<file path="src/rtl/apwm_pkg.sv">
package apwm_pkg;

  localparam int FRAC_W  = 2;
  localparam int MAX_PRE = 16;

  // clock divide selected by the 2-bit prescaler code
  function automatic int unsigned pre_ratio(input logic [1:0] sel);
    case (sel)
      2'd0:    return 1;
      2'd1:    return 4;
      default: return 16;
    endcase
  endfunction

  // output level for a position within the period against a duty
  function automatic logic level_high(input int unsigned pos, input int unsigned duty);
    return pos < duty;
  endfunction

  // mid-scale level for a duty of a given width
  function automatic int unsigned mid_level(input int unsigned width);
    return 32'd1 << (width - 1);
  endfunction

endpackage

</file>
<file path="src/rtl/apwm_prescale.sv">
module apwm_prescale #(
  parameter int MAX_PRE = apwm_pkg::MAX_PRE
) (
  input  logic       clk,
  input  logic       rst_n,
  input  logic [1:0] sel,
  output logic       pre_en
);
  localparam int PRE_W = $clog2(MAX_PRE);

  logic [PRE_W-1:0] cnt_q;
  logic [PRE_W-1:0] limit;

  assign limit  = PRE_W'(apwm_pkg::pre_ratio(sel) - 1);
  // >= keeps the count bounded when the code shrinks at run time
  assign pre_en = (cnt_q >= limit);

  always_ff @(posedge clk or negedge rst_n) begin
    if (!rst_n)      cnt_q <= '0;
    else if (pre_en) cnt_q <= '0;
    else             cnt_q <= cnt_q + 1'b1;
  end
endmodule

</file>
<file path="src/rtl/apwm_counter.sv">
module apwm_counter #(
  parameter int CNT_W  = 8,
  parameter int POST_W = 4
) (
  input  logic                         clk,
  input  logic                         rst_n,
  input  logic                         pre_en,
  input  logic [CNT_W-1:0]             period_m1,
  input  logic [POST_W-1:0]            post_m1,
  output logic [apwm_pkg::FRAC_W-1:0]  phase,
  output logic [CNT_W-1:0]             timer,
  output logic                         period_end,
  output logic                         tick
);
  localparam int FW = apwm_pkg::FRAC_W;

  logic [FW-1:0]     phase_q;
  logic [CNT_W-1:0]  timer_q;
  logic [POST_W-1:0] post_q;
  logic              step_coarse;

  assign step_coarse = pre_en && (phase_q == {FW{1'b1}});
  assign period_end  = step_coarse && (timer_q >= period_m1);
  assign tick        = period_end && (post_q >= post_m1);

  always_ff @(posedge clk or negedge rst_n) begin
    if (!rst_n) begin
      phase_q <= '0;
      timer_q <= '0;
      post_q  <= '0;
    end else begin
      if (pre_en) phase_q <= phase_q + 1'b1;
      if (period_end)       timer_q <= '0;
      else if (step_coarse) timer_q <= timer_q + 1'b1;
      if (tick)             post_q <= '0;
      else if (period_end)  post_q <= post_q + 1'b1;
    end
  end

  assign phase = phase_q;
  assign timer = timer_q;
endmodule

</file>
<file path="src/rtl/apwm_duty.sv">
module apwm_duty #(
  parameter int CNT_W  = 8,
  parameter int DUTY_W = 7
) (
  input  logic                         clk,
  input  logic                         rst_n,
  input  logic                         load,
  input  logic                         we,
  input  logic [DUTY_W-1:0]            wdata,
  input  logic [CNT_W-1:0]             timer,
  input  logic [apwm_pkg::FRAC_W-1:0]  phase,
  output logic [DUTY_W-1:0]            active,
  output logic [DUTY_W-1:0]            shadow,
  output logic                         pwm
);
  localparam int          POS_W = CNT_W + apwm_pkg::FRAC_W;
  localparam logic [DUTY_W-1:0] MID = DUTY_W'(apwm_pkg::mid_level(DUTY_W));

  logic [DUTY_W-1:0] active_q, shadow_q;
  logic [POS_W-1:0]  pos;

  always_ff @(posedge clk or negedge rst_n) begin
    if (!rst_n) begin
      active_q <= MID;
      shadow_q <= MID;
    end else begin
      if (load) active_q <= shadow_q;  // old held value, even if written now
      if (we)   shadow_q <= wdata;
    end
  end

  assign pos    = {timer, phase};
  assign pwm    = apwm_pkg::level_high(32'(pos), 32'(active_q));
  assign active = active_q;
  assign shadow = shadow_q;
endmodule

</file>
<file path="src/rtl/audio_pwm_timebase.sv">
module audio_pwm_timebase #(
  parameter int CNT_W  = 8,
  parameter int POST_W = 4,
  parameter int DUTY_W = 7
) (
  input  logic              clk,
  input  logic              rst_n,
  input  logic [1:0]        pre_sel,
  input  logic [CNT_W-1:0]  period_m1,
  input  logic [POST_W-1:0] post_m1,
  input  logic [DUTY_W-1:0] duty_in,
  input  logic              duty_we,
  output logic              pwm_out,
  output logic              tick
);
  localparam int FW = apwm_pkg::FRAC_W;

  logic              pre_en;
  logic [FW-1:0]     phase_w;
  logic [CNT_W-1:0]  timer_w;
  logic              period_end_w;
  logic              load_evt;
  logic [DUTY_W-1:0] active_duty;
  logic [DUTY_W-1:0] shadow_duty;

  apwm_prescale u_pre (
    .clk    (clk),
    .rst_n  (rst_n),
    .sel    (pre_sel),
    .pre_en (pre_en)
  );

  apwm_counter #(.CNT_W(CNT_W), .POST_W(POST_W)) u_cnt (
    .clk        (clk),
    .rst_n      (rst_n),
    .pre_en     (pre_en),
    .period_m1  (period_m1),
    .post_m1    (post_m1),
    .phase      (phase_w),
    .timer      (timer_w),
    .period_end (period_end_w),
    .tick       (load_evt)
  );

  apwm_duty #(.CNT_W(CNT_W), .DUTY_W(DUTY_W)) u_duty (
    .clk    (clk),
    .rst_n  (rst_n),
    .load   (load_evt),
    .we     (duty_we),
    .wdata  (duty_in),
    .timer  (timer_w),
    .phase  (phase_w),
    .active (active_duty),
    .shadow (shadow_duty),
    .pwm    (pwm_out)
  );

  assign tick = load_evt;
endmodule

</file>
<file path="config.mk">
export PLATFORM = sky130hd
export DESIGN_NAME = audio_pwm_timebase
export DESIGN_NICKNAME = d
export VERILOG_FILES = /design/src/rtl/apwm_pkg.sv /design/src/rtl/apwm_prescale.sv /design/src/rtl/apwm_counter.sv /design/src/rtl/apwm_duty.sv /design/src/rtl/audio_pwm_timebase.sv
export SDC_FILE = /design/constraint.sdc
export NUM_CORES = 1
export LEC_CHECK = 0
export CORE_ASPECT_RATIO = 1.75
export CORE_MARGIN = 2
export CORE_UTILIZATION = 40
export CTS_CLUSTER_SIZE = 24
export DETAILED_ROUTE_END_ITERATION = 8
export PLACE_DENSITY = 0.61
export SYNTH_ARGS = -nofsm -noshare
export SYNTH_HDL_FRONTEND = slang
export SYNTH_SLANG_ARGS = --single-unit
</file>
<file path="constraint.sdc">
create_clock -name clk -period 3.76 [get_ports clk]
set_clock_uncertainty 0.2 [all_clocks]
set_input_delay 0.376 -clock clk [delete_from_list [all_inputs] [get_ports clk]]
set_output_delay 0.376 -clock clk [all_outputs]
set_load 0.01 [all_outputs]
</file>
==> Word-level counts from Yosys, hierarchy flattened <==
Index checks and enable logic that the tools add are counted.
{ "op_classes": {"n_lt_le_gt_ge": 4, "n_div": 0, "shifts": 0, "n_reduce_logical": 6, "mul": 0, "n_addsub": 5, "muxes": 6, "n_bitwise": 0, "eq_ne": 2} }
{ "ops": {"columns": ["op", "count"], "rows": [
  ["8-bit 2-to-1 mux", 2],
  ["4-bit 2-to-1 mux", 3],
  ["10-bit by 7-bit less-than comparator with 1-bit output", 1],
  ["4-bit by 1-bit adder with 4-bit output, second input constant", 2],
  ["8-bit by 1-bit adder with 8-bit output, second input constant", 1],
  ["4-bit greater-or-equal comparator", 2],
  ["8-bit greater-or-equal comparator", 1],
  ["3-bit one-hot mux with 2 select lines", 1],
  ["2-bit nonzero test", 2],
  ["4-bit by 1-bit subtractor with 4-bit output, second input constant", 1],
  ["1-bit logical AND", 3],
  ["2-bit by 1-bit adder with 2-bit output, second input constant", 1],
  ["2-bit by 1-bit == test with 1-bit output, second input constant", 1],
  ["2-bit == test, second input constant", 1],
  ["2-bit zero test", 1]
]} }
{ "word_totals": {"in_bits": 24, "register_bits": 32, "out_inout_bits": 2, "romBits": 0, "mem_count": 0, "mem_bits_rw": 0, "latchBits": 0} }

==> Longest topological paths before layout <==
{ "depth": {"depth_word": 8, "depth_mapped": 10} }

==> By module <==
Synthesis repeated with hierarchy kept, for this count alone.
{ "unflattened": {"cells_unflattened": 196, "hier_area_um2": 2006.9} }
{ "modules_own_cells": {"columns": ["module", "cells_per_inst", "instances", "area_each_um2", "seq_area_each_um2"], "rows": [
  ["apwm_counter", 110, 1, 1047.3, 350.3],
  ["apwm_duty", 58, 1, 669.4, 352.8],
  ["apwm_prescale", 28, 1, 290.3, 100.1]
]} }

==> Least setup slack after synthesis <==
OpenSTA, ideal clock, no wires.
{ "synth_timing": {"path_kind": "in2out", "from": "in pre_sel[1]", "to": "out tick", "arrival_ns": 2.254, "path_slack_ns": 0.930, "stages": 9, "required_ns": 3.184, "cell_sequence": "or2_2 -> ha_1 -> ha_1 -> o21ai_1 -> o21bai_4 -> nand2_1 -> or3b_1 -> buf_6 -> inv_1"} }
{ "synth_between": {"elab_chain_cells": 7} }
{ "synth_lines": {"columns": ["item", "line_no", "source"], "rows": [
  ["start: declaration", "audio_pwm_timebase.sv:8", "input logic [1:0] pre_sel,"],
  ["2-bit by 1-bit == test with 1-bit output or 2-bit zero test (tied branches)", "apwm_pkg.sv:8", "case (sel)"],
  ["3-bit one-hot mux with 2 select lines (*)", "apwm_pkg.sv:8", null],
  ["4-bit by 1-bit subtractor with 4-bit output (*)", "apwm_prescale.sv:14", "assign limit = PRE_W'(apwm_pkg::pre_ratio(sel) - 1);"],
  ["4-bit greater-or-equal comparator (*)", "apwm_prescale.sv:16", "assign pre_en = (cnt_q >= limit);"],
  ["1-bit logical AND (*)", "apwm_counter.sv:22", "assign step_coarse = pre_en && (phase_q == {FW{1'b1}});"],
  ["1-bit logical AND (*)", "apwm_counter.sv:23", "assign period_end = step_coarse && (timer_q >= period_m1);"],
  ["1-bit logical AND (*)", "apwm_counter.sv:24", "assign tick = period_end && (post_q >= post_m1);"],
  ["end: declaration", "audio_pwm_timebase.sv:14", "output logic tick"]
]} }
Mark *: on every way between the ends. The rest lies on a longest branch, timed or not.

==> Worst setup path after layout <==
Same ends and word-level chain as after synthesis.

==> parameters.txt <==
Parameter                              Value

Worst setup path
  Data arrival at the endpoint of the critical path    2.96 ns
  Crit path buf inv count    3
  Crit-path cells    clkdlybuf4s50_1, or2_2, ha_1, ha_1, o21ai_1, o21bai_4, nand2_1, or3b_1, inv_1, clkdlybuf4s50_1
  Worst reg-to-reg setup slack    1.12 ns
  Critical path class    primary input to output pin
  Crit-path max FO    3
  Slowest library cell on the worst path    sky130_fd_sc_hd__clkdlybuf4s50_1
  Critical Path End Type    output pin
  Dominant delay contributor by cell family on the critical path    buffers and inverters
  Required time reported for the critical path endpoint    3.18 ns
  Highest cell delay on the worst timing path    0.52 ns
  Type of element launching the critical path    primary input

Worst hold path
  Path category of the worst min-delay check    primary input to asynchronous set/reset pin

Floorplanning
  Placeable core region    4892 µm²
  Die Area    about 5600 µm²
  Vertical die dimension    97.56 µm
  Number of ports placed on the die boundary    26
  Effective utilization at floorplan    roughly two fifths
  Die X    57.46 µm
  Number of rows created at floorplan    34

Route
  Number of nets with antenna violations after routing    0
  Remaining routing DRC violations    0
  Mean number of vias per cell    around 5.2
  Routed WL    3571 µm
  Average wire per cell in the routed design    ~13 µm
  Number of detailed-route iterations in the first pass    4
  Via count    1469
  Number of DRC violations after detailed-routing iteration 0    30

Synthesis
  Share of the yosys chip area belonging to registers    roughly two fifths
  Netlist area before placement    between 2000 and 2500 µm²
  Post-synthesis area per instance    10.31 µm²
  Count of distinct cell types in the synthesized netlist    40
  Syn nets    between 200 and 250
  Number of flops mapped to enable cells by yosys    0
  Leading cell types by total area after synthesis    sky130_fd_sc_hd__dfrtp_1 (38%), sky130_fd_sc_hd__ha_1 (17%), sky130_fd_sc_hd__inv_1 (5.6%)
  Synth Register Bits    32
  Syn Inst Count    194
  Largest area contributor in the synthesized netlist    sky130_fd_sc_hd__dfrtp_1
  Number of warnings printed during yosys synthesis    0
  Share of flip-flops with an asynchronous set or reset    100.0%
  Commonest cells in the netlist    sky130_fd_sc_hd__dfrtp_1 (30), sky130_fd_sc_hd__inv_1 (30), sky130_fd_sc_hd__ha_1 (27)
  Share of Yosys cell area claimed by the top area cell type    37.52%
  Main synth FF type    sky130_fd_sc_hd__dfrtp_1

Final layout
  Fraction of final layout cells with drive strength greater than 1    between 10% and 20%
  Area of combinational cells with multiple inputs    ~1100 µm²
  Fillers    472
  Non-filler instance count after layout    about 280
  Fin area    2459 µm²
  Total Nets Final    between 200 and 300
  Area added between synthesis and finish    22.89%
  Footprint of the flip-flops and latches    803.3 µm²
  Number of antenna cells inserted    0

STA
  Post-Route Hold Slack    between 0.2 and 0.3 ns
  Slew at the pin with the worst max-slew slack    0.5241 ns
  Final min period    3.535 ns
  Final setup fails    0
  Upper clock frequency limit    ~0.28 GHz
  Ratio of final minimum period to clock period    between 90% and 100%
  Final max-slew violation count    0
  Setup repair after global routing missed its margin    no
  Number of hold violations in the final report    0
  Relative max-transition margin    64.79%
  Post-route setup TNS    0 ns

Flow run
  Maximum Capacitance Violations    0

GRT
  Total overflow reported by the global router    0
  Maximum number of pins on one net before global-route repair    33
  All-Layer GR Usage    14.88%
  First-pass GRT wire length    6548 µm
  Number of antenna violations at the first check in global routing    0
  Vias in the first global route    1501

Run status
  Result of the run    finished, final reports clean

Placement
  Port Buf Inserts    25
  Total half-perimeter wirelength after legalization and detailed placement    2767 µm
  Final GP Congestion    0.7500
  Area after detailed placement    2332 µm²
  Cell count after placement    274

Power
  Post-route total power    1.487 mW
  Leakage power summed over all cells    1.186 nW
  Peak ir drop on the vdd network    0.0003568 V
  Total power divided by cell area    about 600 nW/µm²

CTS
  Total setup buffers inserted after CTS    0
  # clock sinks    32
  CTS-repair resized insts    0
  Buffer type at the clock tree root    sky130_fd_sc_hd__clkbuf_8
  H-Tree Depth    2
  Clock slew at the register clock pins of the worst setup and hold paths    0.06 ns
  CTS Buffer Depth    2
  Clock network latency to the later pin of the worst-skew pair    roughly 0.28 ns
  Clock buffer count from CTS    5
  Number of buffers added to fix hold violations after cts    0
  Clock tree from TritonCTS    yes
## state kept, by name (all words and copies together) (netlist names)
| name | flops |
|---|---|
| u_cnt.phase | 2 |
| u_pre.cnt_q | 4 |
| u_cnt.timer | 8 |
| u_cnt.post_q | 4 |
| u_duty.shadow | 7 |
| u_duty.active | 7 |
## final cells by class
| class | instances | area share (%) |
|---|---|---|
| Inverter | 30 | 4.580 |
| Clock buffer | 7 | 3.919 |
| Multi-Input combinational cell | 128 | 43.16 |
| Timing Repair Buffer | 30 | 11.70 |
| Clock inverter | 1 | 1.221 |
| Tap cell | 54 | 2.748 |
| Sequential cell | 32 | 32.67 |
## power breakdown
part,internal [mW],switching (mW)
Combinational,0.291,0.276
Sequential,0.455,0.104
Clock,0.234,0.127
## placed cells by master (no fill, tap or decap), drive strengths merged, types with 4 or more instances in the layout
master         count
a21oi              8
buf                5
clkbuf             7
clkdlybuf4s50     25
dfrtp             30
ha                27
inv               30
mux2              15
nand2              8
nand2b             7
nand3              7
nor2               7
o21ai             11
o22ai              4
o31ai              4
## layer usage
metal | part of all wire, % | track usage, % | up-vias
li1 | - | - | 735
met1 | 40 | 16.65 | 709
met2 | 55 | 26.22 | 19
met3 | 3.2 | 3.862 | 6
met4 | 1.7 | 5.367 | 0
met5 | 0 | 0 | -
## through the flow
stage / worst slack, ns / utilization [%]
global placement: 0.2491 / 47.67
finish: 0.2255 / 50.26
CTS: 0.2038 / 50.26
floorplan: 0.9301 / -
detailed placement: 0.2058 / 47.67
global route: 0.1004 / 50.26
## worst paths after layout
kind,cells past startpoint,to,startpoint
worst min-delay path,2,u_duty.shadow[0],rst_n
max in group asynchronous,2,u_duty.active[6],rst_n
worst max register to register,8,u_duty.active[2],u_cnt.post_q[0]
worst max-delay path,10,tick,pre_sel[1]
min in group clk,1,u_pre.cnt_q[0],u_pre.cnt_q[0]
worst min register to register,1,u_pre.cnt_q[0],u_pre.cnt_q[0]
## cells by family after synthesis
family	share of synthesized area, %
buffers and inverters	6.817
and+or+nand+nor	12.13
muxes	9.756
DFF	40.15
AOI/OAI and AO/OA	12.95
xor gates and xnor gates	1.314
adders and majority gates	16.89
Note: power is estimated with default switching activity, not from simulation.
